**config.mk**
```make
export PLATFORM = sky130hd
export DESIGN_NAME = vreg_host_port
export DESIGN_NICKNAME = d
export VERILOG_FILES = /design/src/rtl/vrp_pkg.sv /design/src/rtl/vrp_decode.sv /design/src/rtl/vrp_cfg_regs.sv /design/src/rtl/vrp_mem_agent.sv /design/src/rtl/vreg_host_port.sv
export SDC_FILE = /design/constraint.sdc
export NUM_CORES = 1
export LEC_CHECK = 0
export BUFFER_PORTS_ARGS = -buffer_cell sky130_fd_sc_hd__buf_2
export CORE_UTILIZATION = 58
export CTS_CLUSTER_SIZE = 24
export DETAILED_ROUTE_END_ITERATION = 16
export PLACE_DENSITY_LB_ADDON = 0.1
export SLEW_MARGIN = 20
export SYNTH_ARGS = -nofsm -noshare
export SYNTH_HDL_FRONTEND = slang
export SYNTH_SLANG_ARGS = --single-unit
```
**constraint.sdc**
```tcl
create_clock -name clk -period 3.2 [get_ports clk]
set_clock_uncertainty 0.2 [all_clocks]
set_input_delay 0.16 -clock clk [delete_from_list [all_inputs] [get_ports clk]]
set_output_delay 0.16 -clock clk [all_outputs]
set_load 0.02 [all_outputs]
```
**src/rtl/vrp_pkg.sv**
```systemverilog
package vrp_pkg;
  typedef enum logic [2:0] {
    SEL_DATA   = 3'd0,
    SEL_ATTR   = 3'd1,
    SEL_MODE   = 3'd2,
    SEL_SPARE  = 3'd3,
    SEL_PTR_HI = 3'd4,
    SEL_PTR_LO = 3'd5,
    SEL_OFS_HI = 3'd6,
    SEL_OFS_LO = 3'd7
  } reg_sel_e;

  localparam int NUM_SEL = 8;
endpackage

```
**src/rtl/vrp_decode.sv**
```systemverilog
module vrp_decode
  import vrp_pkg::*;
#(
  parameter int SEL_W = 3
) (
  input  logic                 fire,
  input  logic                 we,
  input  logic [SEL_W-1:0]     sel,
  output logic [NUM_SEL-1:0]   wr_strobe,
  output logic                 data_fire,
  output logic                 cfg_read
);
  for (genvar i = 0; i < NUM_SEL; i++) begin : g_strobe
    assign wr_strobe[i] = fire && we && (sel == SEL_W'(i));
  end

  assign data_fire = fire && (sel == SEL_W'(SEL_DATA));
  assign cfg_read  = fire && !we && (sel != SEL_W'(SEL_DATA));
endmodule

```
**src/rtl/vrp_cfg_regs.sv**
```systemverilog
module vrp_cfg_regs #(
  parameter int DATA_W = 8,
  parameter int OFS_W  = 16
) (
  input  logic              clk,
  input  logic              rst_n,
  input  logic              attr_we,
  input  logic              mode_we,
  input  logic              ofs_hi_we,
  input  logic              ofs_lo_we,
  input  logic [DATA_W-1:0] wbyte,
  output logic [DATA_W-1:0] attr,
  output logic              bitmap,
  output logic [OFS_W-1:0]  offset
);
  localparam int HI_W = OFS_W - DATA_W;

  logic [DATA_W-1:0] mode_q;
  logic [HI_W-1:0]   ofs_stage_q;

  always_ff @(posedge clk or negedge rst_n) begin
    if (!rst_n) begin
      attr        <= '0;
      mode_q      <= '0;
      ofs_stage_q <= '0;
      offset      <= '0;
    end else begin
      if (attr_we)   attr        <= wbyte;
      if (mode_we)   mode_q      <= wbyte;
      if (ofs_hi_we) ofs_stage_q <= wbyte[HI_W-1:0];
      if (ofs_lo_we) offset      <= {ofs_stage_q, wbyte};
    end
  end

  assign bitmap = mode_q[0];
endmodule

```
**src/rtl/vrp_mem_agent.sv**
```systemverilog
module vrp_mem_agent #(
  parameter int DATA_W = 8,
  parameter int PTR_W  = 16
) (
  input  logic              clk,
  input  logic              rst_n,
  input  logic              acc_fire,
  input  logic              acc_we,
  input  logic [DATA_W-1:0] acc_wdata,
  input  logic              cfg_read,
  input  logic              ptr_hi_we,
  input  logic              ptr_lo_we,
  output logic              busy,
  output logic [DATA_W-1:0] rdata,
  output logic              mem_req,
  output logic              mem_we,
  output logic [PTR_W-1:0]  mem_addr,
  output logic [DATA_W-1:0] mem_wdata,
  input  logic              mem_ack,
  input  logic [DATA_W-1:0] mem_rdata
);
  localparam int HI_W = PTR_W - DATA_W;

  logic [PTR_W-1:0]  ptr_q;
  logic [DATA_W-1:0] prefetch_q;
  logic              done;

  assign done = mem_req && mem_ack;
  assign busy = mem_req;

  always_ff @(posedge clk or negedge rst_n) begin
    if (!rst_n) begin
      ptr_q      <= '0;
      prefetch_q <= '0;
      rdata      <= '0;
      mem_req    <= 1'b0;
      mem_we     <= 1'b0;
      mem_addr   <= '0;
      mem_wdata  <= '0;
    end else begin
      if (done) begin
        mem_req <= 1'b0;
        ptr_q   <= ptr_q + 1'b1;
        if (!mem_we) prefetch_q <= mem_rdata;
      end else if (acc_fire) begin
        mem_req  <= 1'b1;
        mem_we   <= acc_we;
        mem_addr <= ptr_q;
        if (acc_we) mem_wdata <= acc_wdata;
        else        rdata     <= prefetch_q;
      end
      if (cfg_read)  rdata             <= '0;
      if (ptr_hi_we) ptr_q[PTR_W-1:DATA_W] <= acc_wdata[HI_W-1:0];
      if (ptr_lo_we) ptr_q[DATA_W-1:0]     <= acc_wdata;
    end
  end
endmodule

```
**src/rtl/vreg_host_port.sv**
```systemverilog
module vreg_host_port
  import vrp_pkg::*;
#(
  parameter int DATA_W = 8,
  parameter int PTR_W  = 16,
  parameter int SEL_W  = 3
) (
  input  logic              clk,
  input  logic              rst_n,
  input  logic              bus_valid,
  output logic              bus_ready,
  input  logic              bus_we,
  input  logic [SEL_W-1:0]  bus_addr,
  input  logic [DATA_W-1:0] bus_wdata,
  output logic [DATA_W-1:0] bus_rdata,
  output logic              mem_req,
  output logic              mem_we,
  output logic [PTR_W-1:0]  mem_addr,
  output logic [DATA_W-1:0] mem_wdata,
  input  logic              mem_ack,
  input  logic [DATA_W-1:0] mem_rdata,
  output logic [PTR_W-1:0]  scroll_offset,
  output logic [DATA_W-1:0] dflt_attr,
  output logic              bitmap_en
);
  logic               busy;
  logic               fire;
  logic [NUM_SEL-1:0] wr_strobe;
  logic               data_fire;
  logic               cfg_read;

  assign bus_ready = !busy;
  assign fire      = bus_valid && bus_ready;

  vrp_decode #(.SEL_W(SEL_W)) u_decode (
    .fire      (fire),
    .we        (bus_we),
    .sel       (bus_addr),
    .wr_strobe (wr_strobe),
    .data_fire (data_fire),
    .cfg_read  (cfg_read)
  );

  vrp_cfg_regs #(.DATA_W(DATA_W), .OFS_W(PTR_W)) u_cfg (
    .clk       (clk),
    .rst_n     (rst_n),
    .attr_we   (wr_strobe[SEL_ATTR]),
    .mode_we   (wr_strobe[SEL_MODE]),
    .ofs_hi_we (wr_strobe[SEL_OFS_HI]),
    .ofs_lo_we (wr_strobe[SEL_OFS_LO]),
    .wbyte     (bus_wdata),
    .attr      (dflt_attr),
    .bitmap    (bitmap_en),
    .offset    (scroll_offset)
  );

  vrp_mem_agent #(.DATA_W(DATA_W), .PTR_W(PTR_W)) u_mem (
    .clk       (clk),
    .rst_n     (rst_n),
    .acc_fire  (data_fire),
    .acc_we    (bus_we),
    .acc_wdata (bus_wdata),
    .cfg_read  (cfg_read),
    .ptr_hi_we (wr_strobe[SEL_PTR_HI]),
    .ptr_lo_we (wr_strobe[SEL_PTR_LO]),
    .busy      (busy),
    .rdata     (bus_rdata),
    .mem_req   (mem_req),
    .mem_we    (mem_we),
    .mem_addr  (mem_addr),
    .mem_wdata (mem_wdata),
    .mem_ack   (mem_ack),
    .mem_rdata (mem_rdata)
  );
endmodule

```
After elaboration in Yosys (flattened, before gate mapping). Cells that the tools add are included.

Input port bits: 24. Output and inout port bits: 60. Register bits after elaboration: 91. Word-level logic and storage cells: 56.

Equality and inequality tests: 8. $add $sub $neg: 1. Reduce and logical (&&, ||, !) cells: 24. Bitwise gates (word level): 2. Multiplexer cells: 9.

Operators by type and width (number): $mux 8 (6); $add 16x1->16 const B (1); $mux 16 (1); $eq 3x3->1 const B (4); $logic_and 1x1->1 (12); $reduce_bool 2->1 (4); $reduce_and 3->1 (2); $reduce_and 2->1 (2); $eq 3x1->1 const B (1); $eq 3x2->1 const B (1); $logic_not 3->1 (1); $reduce_bool 3->1 (1); $logic_not 1->1 (2); $mux 1 (2); $ne 2x1->1 const B (1); $ne 2x2->1 const B (1); $not 1->1 (2).

Logic depth before layout (Yosys ltp). Gate-level depths: netlist (run 1).

Depth in word-level cells: 6. Mapped depth: 6. Gate-level depth less buffers: 5.

Cells and area by module. Synthesis (run 1) repeated with hierarchy kept, for this count alone.

Cells, all modules: 292. Area, all modules: 3911.3 µm².

By module, submodules not included: vrp_mem_agent (cells each 204, times used 1, area an instance 2544.9 µm², sequential area each 1451.4 µm²); vrp_cfg_regs (cells each 70, times used 1, area an instance 1276.2 µm², sequential area each 825.8 µm²); vrp_decode (cells each 16, times used 1, area an instance 80.1 µm², sequential area each 0.0 µm²); vreg_host_port (cells each 2, times used 1, area an instance 10.0 µm², sequential area each 0.0 µm²).

Worst setup path before layout (run 1). Ideal clock, no wire load.

Path kind: flip-flop to flip-flop. Start point: register u_mem.mem_req, in the netlist u_mem.busy. End point: register u_cfg.offset[5]. Arrival time: 1.728 ns. Cell stages (with the launch flop): 5. Clock period less this slack: 2.053 ns. Required time: 2.875 ns. Buffers on the path: 1. Setup time: 0.125 ns. Slack: 1.147 ns. Path through: dfrtp_1 > nand4b_1 > nor2_2 > buf_2 > mux2_2.

Longest elaborated chain between the ends: 4.

RTL lines: start: declaration (line vrp_mem_agent.sv:15) `output logic mem_req,`; start signal: assignment (line vrp_mem_agent.sv:36) `mem_req <= 1'b0;`; start signal: assignment (line vrp_mem_agent.sv:42) `mem_req <= 1'b0;`; start signal: assignment (line vrp_mem_agent.sv:46) `mem_req <= 1'b1;`; $logic_not 1->1 (line vreg_host_port.sv:32) `assign bus_ready = !busy;`; $logic_and 1x1->1 (line vreg_host_port.sv:33) `assign fire = bus_valid && bus_ready;`; $logic_and 1x1->1 (2 in a row) (line vrp_decode.sv:14) `assign wr_strobe[i] = fire && we && (sel == SEL_W'(i));`; end signal: assignment (line vrp_cfg_regs.sv:31) `if (ofs_lo_we) offset <= {ofs_stage_q, wbyte};`; end: declaration (line vrp_cfg_regs.sv:14) `output logic [OFS_W-1:0] offset`.

Every way passes these cells. A chain may end at the register's enable or synchronous reset.

Worst setup path after layout (run 1).
Start point: register u_mem.mem_req, in the netlist u_mem.busy. End point: register u_cfg.offset[13].

The elaborated chain is that of the path after synthesis.

==> metrics.md, run 1 <==
| Metric | Value |
|---|---|
| Status | completed |
| Area grow syn2layout | 24.86% |
| P per Cell Area | 743.9 mW/mm^2 |
| Hold WC Path Type | primary input to flip-flop |
| Proportion of synthesized area in mux cells | 0.1955 |
| DRC errors left | 0 |
| Die span in y | between 80 and 90 um |
| Synth Cell Area | 0.003745 sq mm |
| Comb power frac | 0.251 |
| Crit path launch | u_mem.busy |
| Final WL | around 8 mm |
| Layout Nets | 411 |
| WP data required | 3250 ps |
| Avg Cell Area, Syn | 13.37 sq um |
| Sw frac | 0.3206 |
| Critical path class | flip-flop to flip-flop |
| Final Hold Violating Endpoints | 0 |
| Initial antenna violation count | 0 |
| Unrepaired setup endpoints after global routing | no |
| Postcts setup bufs | 0 |
| Ys flop type | dfrtp_1 |
| Die X | about 82 um |
| Port bufs | 83 |
| First-pass GRT wire length | 12.72 mm |
| H-Tree Depth | 3 |
| First-pass DRT Iterations | 4 |
| Via count | 2689 |
| Clock power frac | 0.270 |
| Synth Register Bits | 91 |
| Sequential cell area | 0.002277 sq mm |
| CTS tree | done |
| Final cell count without fillers | 466 |
| Share of power burned in registers | 0.479 |
| P_int | approximately 0.0024 W |
| Rows | 28 |
| Crit. End Element | flip-flop |
| Layout cells sized above 1 | 0.4476 |
| Vias in the first global route | between 2000 and 3000 |
| Hold WS | 22.00 ps |
| Total CTS buffers | 9 |
| Max FO, Critical Path | 16 |
| Clk_lat worst skew | between 300 and 400 ps |
| CTS root buf | clkbuf_8 |
| Routability-driven placement congestion ratio | 0.7893 |
| Placed cells | 432 |
| Die area | 0.006782 sq mm |
| N_diodes | 0 |
| Adder-cell share of the synthesized area | 0.003341 |
| Leakage power | roughly 2.2 nW |
| Post-DRT Antenna Nets | 0 |
| Family with the most delay on the worst path | simple AND/OR/NAND/NOR gates |
| Slowest CP cell | nor2_2 |
| DR vias/cell | 5.770 |
| Total congestion overflow | 0 |
| Area fraction in compound gates after synthesis | 0.07183 |
| VDD IR-drop max | 0.0004411 V |
| Final setup vio count | 0 |
| HPWL after DPL | 5.436 mm |
| Post-synthesis cell count | 280 |
| Setup_tns | 0 ps |
| Max cap viols | 0 |
| Starting Density | 0.6179 |
| FF-to-FF Start | u_mem.busy |
| Post-synthesis simple-gate area fraction | 0.09756 |
| Area of the multi-input gates | 0.001414 sq mm |
| Syn nets | slightly above 300 |
| Net Sw Power | 0.001115 W |
| Post-layout minimum cycle time | 2241 ps |
| Final Cycle Share | 0.7003 |
| Critical-path cell list | nand4b_1 -> nor2_2 -> mux2_2 |
| Placeable Area | between 0.006 and 0.007 sq mm |
| Post-synthesis cell type count | 35 |
| YS warnings | 0 |
| Post-synth EDFFs | 0 |
| Min-delay src | bus_addr[1] |
| # IOs | between 80 and 90 |
| Critical Path AT | 2290 ps |
| Buf/Inv on CP | 0 |
| Max Freq | 446.3 MHz |
| Slew @ Worst Pin | 884.5 ps |
| Max-slew violations | 0 |
| Sequential cell area fraction in the yosys report | 0.6081 |
| CTS max path bufs | 2 |
| Xor/xnor share of the synthesized area | 0.009355 |
| Sink Count | slightly above 90 |
| Max transition margin | 0.4104 |
| Worst-path clk slew | 90 ps |
| Max incr delay on CP | 710 ps |
| Fillers | 411 |
| Initial DRC Count | between 150 and 200 |
| Total GRT Usage | 0.2638 |
| Ys async rst share | 1.000 |
| WL/cell | about 18 um |
| Setup crit start kind | flip-flop |
| Largest family of logic cells by synthesized area | multiplexers |
| Largest net degree at the start of global routing | 73 |
-- state kept, by name, indices dropped and copies added (netlist names) --
name / count
u_mem.rdata: 8
u_cfg.attr: 8
u_cfg.offset: 16
u_cfg.ofs_stage_q: 8
u_mem.mem_addr: 16
u_mem.busy: 1
u_cfg.mode_q: 1
u_mem.mem_wdata: 8
u_mem.prefetch_q: 8
u_mem.mem_we: 1
u_mem.ptr_q: 16
-- per-stage QoR --
step | instance area [sq um] | util | setup WS (ps) | total power (W)
finish | 4676 | 0.7715 | 959.2 | 0.003478
global route | 4676 | 0.7715 | 830.1 | 0.003644
CTS | 4676 | 0.7715 | 958.3 | 0.003502
detailed placement | 4248 | 0.7009 | 982.5 | 0.002543
global placement | 4248 | 0.7009 | 1006 | 0.002501
floorplan | 3745 | - | 1147 | 0.002197
-- cell families (layout without fill, tap and decap cells) --
group,Yosys count,after routing
AO/OA/AOI/OAI,37,37
XOR/XNOR,4,4
adder cells (fa/ha/maj),1,1
buffers and inverters,14,125
flip-flops,91,91
multiplexers,65,65
AND/OR/NAND/NOR,68,68
-- synthesized netlist by cell type, drive strengths merged, types with 4 or more instances --
master	number	area share
dfrtp	91	0.61
nand3	5	0.0067
nand2	24	0.024
mux2	65	0.20
o21ai	12	0.016
o211ai	5	0.010
a221o	4	0.011
clkbuf	8	0.0080
a22o	8	0.019
nor4	5	0.0084
nand4	5	0.010
inv	4	0.0040
nor2	10	0.011
o311ai	5	0.012
-- layout make-up --
type	count	share of cell area
clock buffers	9	0.02649
clock inverters	7	0.02649
inverters	4	0.003211
multi-input cells	175	0.3024
flip-flops and latches	91	0.4870
well taps	75	0.02007
repair buffers	105	0.1343
-- power by group through the flow --
| stage | Clock [W] | Combinational (W) | Sequential [W] |
|---|---|---|---|
| 4_1_cts | 0.000955 | 0.000884 | 0.00166 |
| 3_5_place_dp | 0 | 0.000860 | 0.00168 |
| 6_report | 0.000939 | 0.000873 | 0.00167 |
| 5_1_grt | 0.000994 | 0.000944 | 0.00171 |
| 3_3_place_gp | 0 | 0.000837 | 0.00166 |
| 2_1_floorplan | 0 | 0.000318 | 0.00188 |
-- final timing paths --
| check | endpoint | slack (ps) | cells past startpoint |
|---|---|---|---|
| max | u_cfg.offset[13] | 960 | 3 |
| min | u_cfg.mode_q[0] | 20 | 3 |
| max reg2reg | u_cfg.offset[13] | 960 | 3 |
| min reg2reg | u_mem.mem_addr[8] | 290 | 2 |
| max in group asynchronous | u_cfg.ofs_stage_q[1] | 1820 | 3 |
| min in group asynchronous | u_mem.ptr_q[11] | 260 | 2 |
-- cells in the final DEF, fill, tap and decap left out, drive strengths merged, types with 3 or more instances in the layout --
cell and count:
o211ai 5, nand4 5, mux2 65, clkbuf 9, nor2 10, inv 5, a221o 4, o311ai 5
o21ai 12, nand3 5, nand2 24, nor4 5, dlygate4sd3 18, or3 3, xnor2 3, or4 3
buf 87, a22o 8, dfrtp 91, bufinv 3
-- tightest hold or removal path, delay by kind of cell --
family	cells	cell delay, ps
muxes	1	150
and+or+nand+nor	1	100
buffers and inverters	1	140
-- metal layers --
metal / vias to the layer above / global-route usage / wire, um
met1: 1357 / 0.3537 / 3588
met3: 13 / 0.04725 / 398
met2: 87 / 0.4223 / 4125
met4: 0 / 0.1140 / 131
met5: - / 0 / 0
li1: 1232 / - / -
-- what timing repair did --
item                                   CTS  global route
resized for setup                        0             0
hold buffers                            18             0
endpoints found under the hold margin  126             0
Note: power is estimated with default switching activity, not from simulation.
==> run 2, diff against run 1 <==
Settings changed: CORE_UTILIZATION 58 to 53.
Clock period 3.2 ns to 2.2 ns, I/O delays scaled along.
==> run 2 against run 1 <==
  * Flip-flop and latch count did not move
  * Routed wire length is 3.6% lower
  * Clock power grew 8%
  * Largest cell class unchanged
  * Final area is 1.1% higher
  * Critical endpoint is now u_mem.ptr_q[9]
  * Global-route usage decreased by 3.0 points
  * Die area increased by 9.2%
  * Worst setup slack worse by 770 ps
  * Hold slack improved by 23 ps
  * Critical path type unchanged
  * Count of clock-buffer cells in the layout grew 1
==> metrics.md, run 2 (synthesis gave the netlist of run 1 again) <==
| Metric | Value |
|---|---|
| Status | completed (unchanged) |
| Largest net degree at the start of global routing | 40 (was 73) |
| Crit. End Element | flip-flop (unchanged) |
| Max FO, Critical Path | 7 (was 16) |
| HPWL after DPL | 5.508 mm (was 5.436 mm) |
| Sw frac | 0.3386 (was 0.3206) |
| Die span in y | 86.06 um (was 82.36 um) |
| CTS tree | done (unchanged) |
| Final setup vio count | 0 (unchanged) |
| P per Cell Area | 993.2 mW/mm^2 (was 743.9 mW/mm^2) |
| Rows | 30 (was 28) |
| DRC errors left | 0 (unchanged) |
| DR vias/cell | 5.363 (was 5.770) |
| Layout Nets | 420 (was 411) |
| Worst-path clk slew | 90 ps (about the same) |
| Die area | 0.007405 sq mm (was 0.006782 sq mm) |
| Max-slew violations | 0 (unchanged) |
| Tot Pwr | 0.004696 W (was 0.003478 W) |
| Initial antenna violation count | 0 (unchanged) |
| Critical Path AT | 2030 ps (was 2290 ps) |
| Die X | 86.06 um (was 82.36 um) |
| Max cap viols | 0 (unchanged) |
| Sink Count | 91 (unchanged) |
| Post-layout minimum cycle time | 2015 ps (was 2241 ps) |
| Critical path class | flip-flop to flip-flop (unchanged) |
| Postcts setup bufs | 0 (unchanged) |
| P_int | 0.003106 W (was 0.002363 W) |
| Leakage power | 2.241 nW (was 2.231 nW) |
| VDD IR-drop max | 0.0005853 V (was 0.0004411 V) |
| Max Freq | 496.2 MHz (was 446.3 MHz) |
| Net Sw Power | 0.001590 W (was 0.001115 W) |
| # IOs | 84 (unchanged) |
| Initial DRC Count | 182 (unchanged) |
| Unrepaired setup endpoints after global routing | no (unchanged) |
| Sequential cell area | 0.002277 sq mm (unchanged) |
| Final Hold Violating Endpoints | 0 (unchanged) |
| Most frequent cells in the layout | dfrtp_1 (91), buf_2 (82), mux2_2 (65) (unchanged) |
| Final Cycle Share | 0.9160 (was 0.7003) |
| Post-DP Area | 0.004352 sq mm (was 0.004248 sq mm) |
| Hold WS | 45.20 ps (was 22.00 ps) |
| Final WL | 7.944 mm (was 8.243 mm) |
| Starting Density | 0.5512 (was 0.6179) |
| N_diodes | 0 (unchanged) |
| Total GRT Usage | 0.2337 (was 0.2638) |
| Total CTS buffers | 9 (unchanged) |
| Routability-driven placement congestion ratio | 0.8469 (was 0.7893) |
| H-Tree Depth | 3 (unchanged) |
| Placeable Area | 0.006794 sq mm (was 0.006061 sq mm) |
| Area grow syn2layout | 26.26% (was 24.86%) |
| Comb power frac | 0.273 (was 0.251) |
| Fillers | 503 (was 411) |
| First-pass DRT Iterations | 4 (unchanged) |
| Hold WC Path Type | primary input to flip-flop (unchanged) |
| Largest registers | u_cfg.offset (16), u_mem.mem_addr (16), u_mem.ptr_q (16) (unchanged) |
| Setup crit start kind | flip-flop (unchanged) |
| Setup_tns | 0 ps (unchanged) |
| Share of power burned in registers | 0.512 (was 0.479) |
| Slew @ Worst Pin | 514.5 ps (was 884.5 ps) |
| Clock power frac | 0.215 (was 0.270) |
| CTS root buf | clkbuf_8 (unchanged) |
| WL/cell | 16.02 um (was 17.69 um) |
| Worst Hold Depth | 3 (unchanged) |
| WP data required | 2220 ps (was 3250 ps) |
| Max transition margin | 0.6570 (was 0.4104) |
| Vias in the first global route | 2520 (was 2529) |
| Port bufs | 83 (unchanged) |
| CTS max path bufs | 2 (unchanged) |
| Area of the multi-input gates | 0.001414 sq mm (unchanged) |
| Layout cells sized above 1 | 0.4525 (was 0.4476) |
| Final Cell Area | 0.004728 sq mm (was 0.004676 sq mm) |
| Via count | 2660 (was 2689) |
| Commonest non-fill, non-tap cell in the layout | dfrtp_1 (unchanged) |
| Post-DRT Antenna Nets | 0 (unchanged) |
| First-pass GRT wire length | 12.83 mm (was 12.72 mm) |
| Total congestion overflow | 0 (unchanged) |
| Clk_lat worst skew | 350 ps (was 360 ps) |
| FF-to-FF path depth | 5 (was 3) |
-- run 2: cell types whose count changed in the layout (fill, tap and decap cells not counted), moves of 2 or more --
| cell | change |
|---|---|
| clkinvlp_4 | +2 |
| buf_12 | +2 |
| bufinv_16 | -3 |
| buf_4 | +5 |
| dlygate4sd3_1 | +2 |
-- run 2: final timing paths --
path                                         from                  end  slack (ps)
max in group asynchronous                   rst_n  u_mem.prefetch_q[7]        1130
worst max register to register         u_mem.busy       u_mem.ptr_q[9]         180
min in group asynchronous                   rst_n   u_mem.mem_wdata[3]          60
worst min-delay path                  bus_addr[0]      u_cfg.mode_q[0]          50
worst min register to register  u_mem.mem_addr[8]    u_mem.mem_addr[8]         280
worst max-delay path                   u_mem.busy       u_mem.ptr_q[9]         180
-- run 2: layer usage --
metal  vias up  routed length (um)  global-route usage
met2        74                3724              0.3528
met3         8                 444             0.06449
li1       1261                   -                   -
met5         -                   0                   0
met1      1317                3678              0.3226
met4         0                  96             0.09091
-- run 2: area by class of cell --
cell class,instances,share of cell area
clock buffers,10,0.02699
inverters,4,0.003175
flip-flops and latches,91,0.4816
clock inverters,6,0.01032
well taps,96,0.02540
multi-input cells,175,0.2990
repair buffers,114,0.1535
-- run 2: per-stage QoR --
| step | worst slack (ps) | std cells | utilization |
|---|---|---|---|
| CTS | 188.1 | 496 | 0.6959 |
| finish | 184.8 | 496 | 0.6959 |
| global route | 17.63 | 496 | 0.6959 |
| floorplan | 147.0 | 280 | - |
| global placement | 240.3 | 460 | 0.6405 |
| detailed placement | 217.5 | 460 | 0.6405 |
-- run 2: worst max-delay path: stages (launching register included) --
cell	delay, ps
dfrtp_1	380
buf_4	160
nand4b_1	340
or3_1	510
o211ai_1	140
o311ai_0	140
-- run 2: power by group through the flow --
stage	Clock [W]	Combinational, W	Sequential (W)
final	0.00101	0.00128	0.00241
after global routing	0.00111	0.00139	0.00247
after CTS	0.00105	0.00130	0.00241
after detailed placement	0	0.00126	0.00244
after global placement	0	0.00123	0.00243
after floorplan	0	0.000462	0.00273
-- run 2: repair_timing --
item,in CTS,in global routing
endpoints found under the setup margin,0,0
hold endpoints to repair,149,0
resized for setup,0,0
hold buffers,20,0
==> run 3, diff against run 2 <==
Settings changed: CAP_MARGIN set to 5.
Clock period 2.2 ns to 2.1 ns, I/O delays scaled along.
==> run 3 against run 2 <==
  * Final cell count is 0.20% higher
  * Critical path type unchanged
  * Largest cell class unchanged
  * Worst setup slack got worse by 68 ps
  * Routed wire length up 3.3%
  * Sequential share of layout area up 0.065 points
  * Via count grew 2.3%
  * Combinational power grew 6%
  * Utilization fell by 0.055 points
  * Highest routed layer unchanged
  * Power grew 5.6%
==> metrics.md, run 3 (synthesis gave the netlist of run 1 again) <==
| Metric | Value |
|---|---|
| Status | completed (unchanged) |
| Layout Nets | 421 (was 420) |
| Total congestion overflow | 0 (unchanged) |
| DR vias/cell | 5.473 (was 5.363) |
| Final Hold Violating Endpoints | 0 (unchanged) |
| Family with the most delay on the worst path | simple AND/OR/NAND/NOR gates (unchanged) |
| Final WL | 8.210 mm (was 7.944 mm) |
| Rows | 30 (unchanged) |
| VDD IR-drop max | 0.0007923 V (was 0.0005853 V) |
| Critical Path AT | 2080 ps (was 2030 ps) |
| Final Cycle Share | 0.9446 (was 0.9160) |
| CTS max path bufs | 2 (unchanged) |
| Setup crit start kind | flip-flop (unchanged) |
| Die area | 0.007405 sq mm (unchanged) |
| Max-slew violations | 0 (unchanged) |
| Setup_tns | 0 ps (unchanged) |
| Critical Path Stages | 4 (was 5) |
| Initial DRC Count | 124 (was 182) |
| Post-layout minimum cycle time | 1984 ps (was 2015 ps) |
| Port bufs | 83 (unchanged) |
| Area grow syn2layout | 26.16% (was 26.26%) |
| Total GRT Usage | 0.2465 (was 0.2337) |
| WL/cell | 16.52 um (was 16.02 um) |
| # IOs | 84 (unchanged) |
| N_diodes | 0 (unchanged) |
| Final Cell Area | 0.004725 sq mm (was 0.004728 sq mm) |
| R2r endpoint | u_mem.ptr_q[13] (was u_mem.ptr_q[9]) |
| Most frequent cells in the layout | dfrtp_1 (90), buf_2 (82), mux2_2 (65) (was dfrtp_1 (91), buf_2 (82), mux2_2 (65)) |
| Largest net degree at the start of global routing | 47 (was 40) |
| FF-to-FF path depth | 4 (was 5) |
| HPWL after DPL | 5.579 mm (was 5.508 mm) |
| WP data required | 2200 ps (was 2220 ps) |
| Critical-path cell list | nand4_2 -> or4_4 -> or4_1 -> nand3_1 (was buf_4 -> nand4b_1 -> or3_1 -> o211ai_1 -> o311ai_0) |
| Post-DRT Antenna Nets | 0 (unchanged) |
| Dpl ws | 149.7 ps (was 217.5 ps) |
| Buf/Inv on CP | 0 (was 1) |
| Setup WS post-layout | 116.3 ps (was 184.8 ps) |
| CTS root buf | clkbuf_8 (unchanged) |
| Critical path class | flip-flop to flip-flop (unchanged) |
| Leakage power | 2.241 nW (about the same) |
| Max incr delay on CP | 590 ps (was 510 ps) |
| FF-to-FF Start | u_mem.ptr_q[3] (was u_mem.busy) |
| Slew @ Worst Pin | 591.8 ps (was 514.5 ps) |
| Unrepaired setup endpoints after global routing | no (unchanged) |
| Total CTS buffers | 9 (unchanged) |
| Sink Count | 91 (unchanged) |
| Die X | 86.06 um (unchanged) |
| Commonest non-fill, non-tap cell in the layout | dfrtp_1 (unchanged) |
| Worst-path clk slew | 90 ps (about the same) |
| Tot Pwr | 0.004959 W (was 0.004696 W) |
| Crit path launch | u_mem.ptr_q[3] (was u_mem.busy) |
| H-Tree Depth | 3 (unchanged) |
| Die span in y | 86.06 um (unchanged) |
| Initial antenna violation count | 0 (unchanged) |
| Max cap viols | 0 (unchanged) |
| Max FO, Critical Path | 6 (was 7) |
| Vias in the first global route | 2749 (was 2520) |
| Crit. End Element | flip-flop (unchanged) |
| Hold WC Path Type | primary input to flip-flop (unchanged) |
| DRC errors left | 0 (unchanged) |
| First-pass GRT wire length | 13.58 mm (was 12.83 mm) |
| Final core occ | 0.6954 (was 0.6959) |
| CTS tree | done (unchanged) |
| First-pass DRT Iterations | 4 (unchanged) |
| CP Capture Point | u_mem.ptr_q[13] (was u_mem.ptr_q[9]) |
| Routability-driven placement congestion ratio | 0.8216 (was 0.8469) |
| Via count | 2720 (was 2660) |
| Final setup vio count | 0 (unchanged) |
| R2r setup slk | 120 ps (was 180 ps) |
| Largest registers | u_cfg.offset (16), u_mem.mem_addr (16), u_mem.ptr_q (16) (unchanged) |
| Layout cells sized above 1 | 0.4564 (was 0.4525) |
| Max Freq | 504.1 MHz (was 496.2 MHz) |
| Slowest CP cell | or4_4 (was or3_1) |
| Post-DP Area | 0.004347 sq mm (was 0.004352 sq mm) |
| Max transition margin | 0.6055 (was 0.6570) |
| Starting Density | 0.5512 (unchanged) |
| Clk_lat worst skew | 370 ps (was 350 ps) |
| P per Cell Area | 1050 mW/mm^2 (was 993.2 mW/mm^2) |
| Placeable Area | 0.006794 sq mm (unchanged) |
-- run 3: through the flow --
stage | hold slack (ps) | cells
CTS | 6.485 | 497
global placement | -53.52 | 461
global route | 24.88 | 497
finish | 23.78 | 497
floorplan | -390.6 | 280
detailed placement | -48.23 | 461
-- run 3: area by class of cell --
class | instances | area [sq um]
Timing Repair Buffer | 115 | 720.7
Clock inverter | 6 | 48.80
Tap cell | 96 | 120.1
Sequential cell | 91 | 2278
Clock buffer | 10 | 127.6
Inverter | 4 | 15.01
Multi-Input combinational cell | 175 | 1414
Fill cell | 511 | 2069
-- run 3: tightest hold or removal path: stages --
cell	delay (ps)
buf_2	170
nand3b_1	130
mux2_2	140
-- run 3: worst min path at each step --
stage / startpoint / to / slack, ps / depth (start not counted)
6_report: bus_addr[0] / u_cfg.mode_q[0] / 20 / 3
5_1_grt: bus_addr[0] / u_cfg.mode_q[0] / 20 / 3
4_1_cts: bus_addr[0] / u_cfg.mode_q[0] / 6 / 3
3_5_place_dp: rst_n / u_mem.prefetch_q[4] / -50 / 1
3_3_place_gp: rst_n / u_mem.prefetch_q[4] / -50 / 1
2_1_floorplan: rst_n / u_cfg.attr[0] / -390 / 0
-- run 3: metal layers --
layer  vias to the layer above  share of wire  track usage
met5                         -              0            0
met4                         0          0.021       0.1030
met3                        18          0.048      0.07026
met2                        78           0.46       0.3802
met1                      1354           0.47       0.3290
li1                       1270              -            -
-- run 3: repair_timing --
item,CTS,global route
setup endpoints to repair,0,2
gates resized for setup,0,2
hold buffers,20,0
hold endpoints to repair,103,0
buffers inserted,0,0
-- run 3: where the power goes --
| group | internal (W) | switching [W] |
|---|---|---|
| Combinational | 0.000610 | 0.000753 |
| Sequential | 0.00221 | 0.000308 |
| Clock | 0.000440 | 0.000635 |
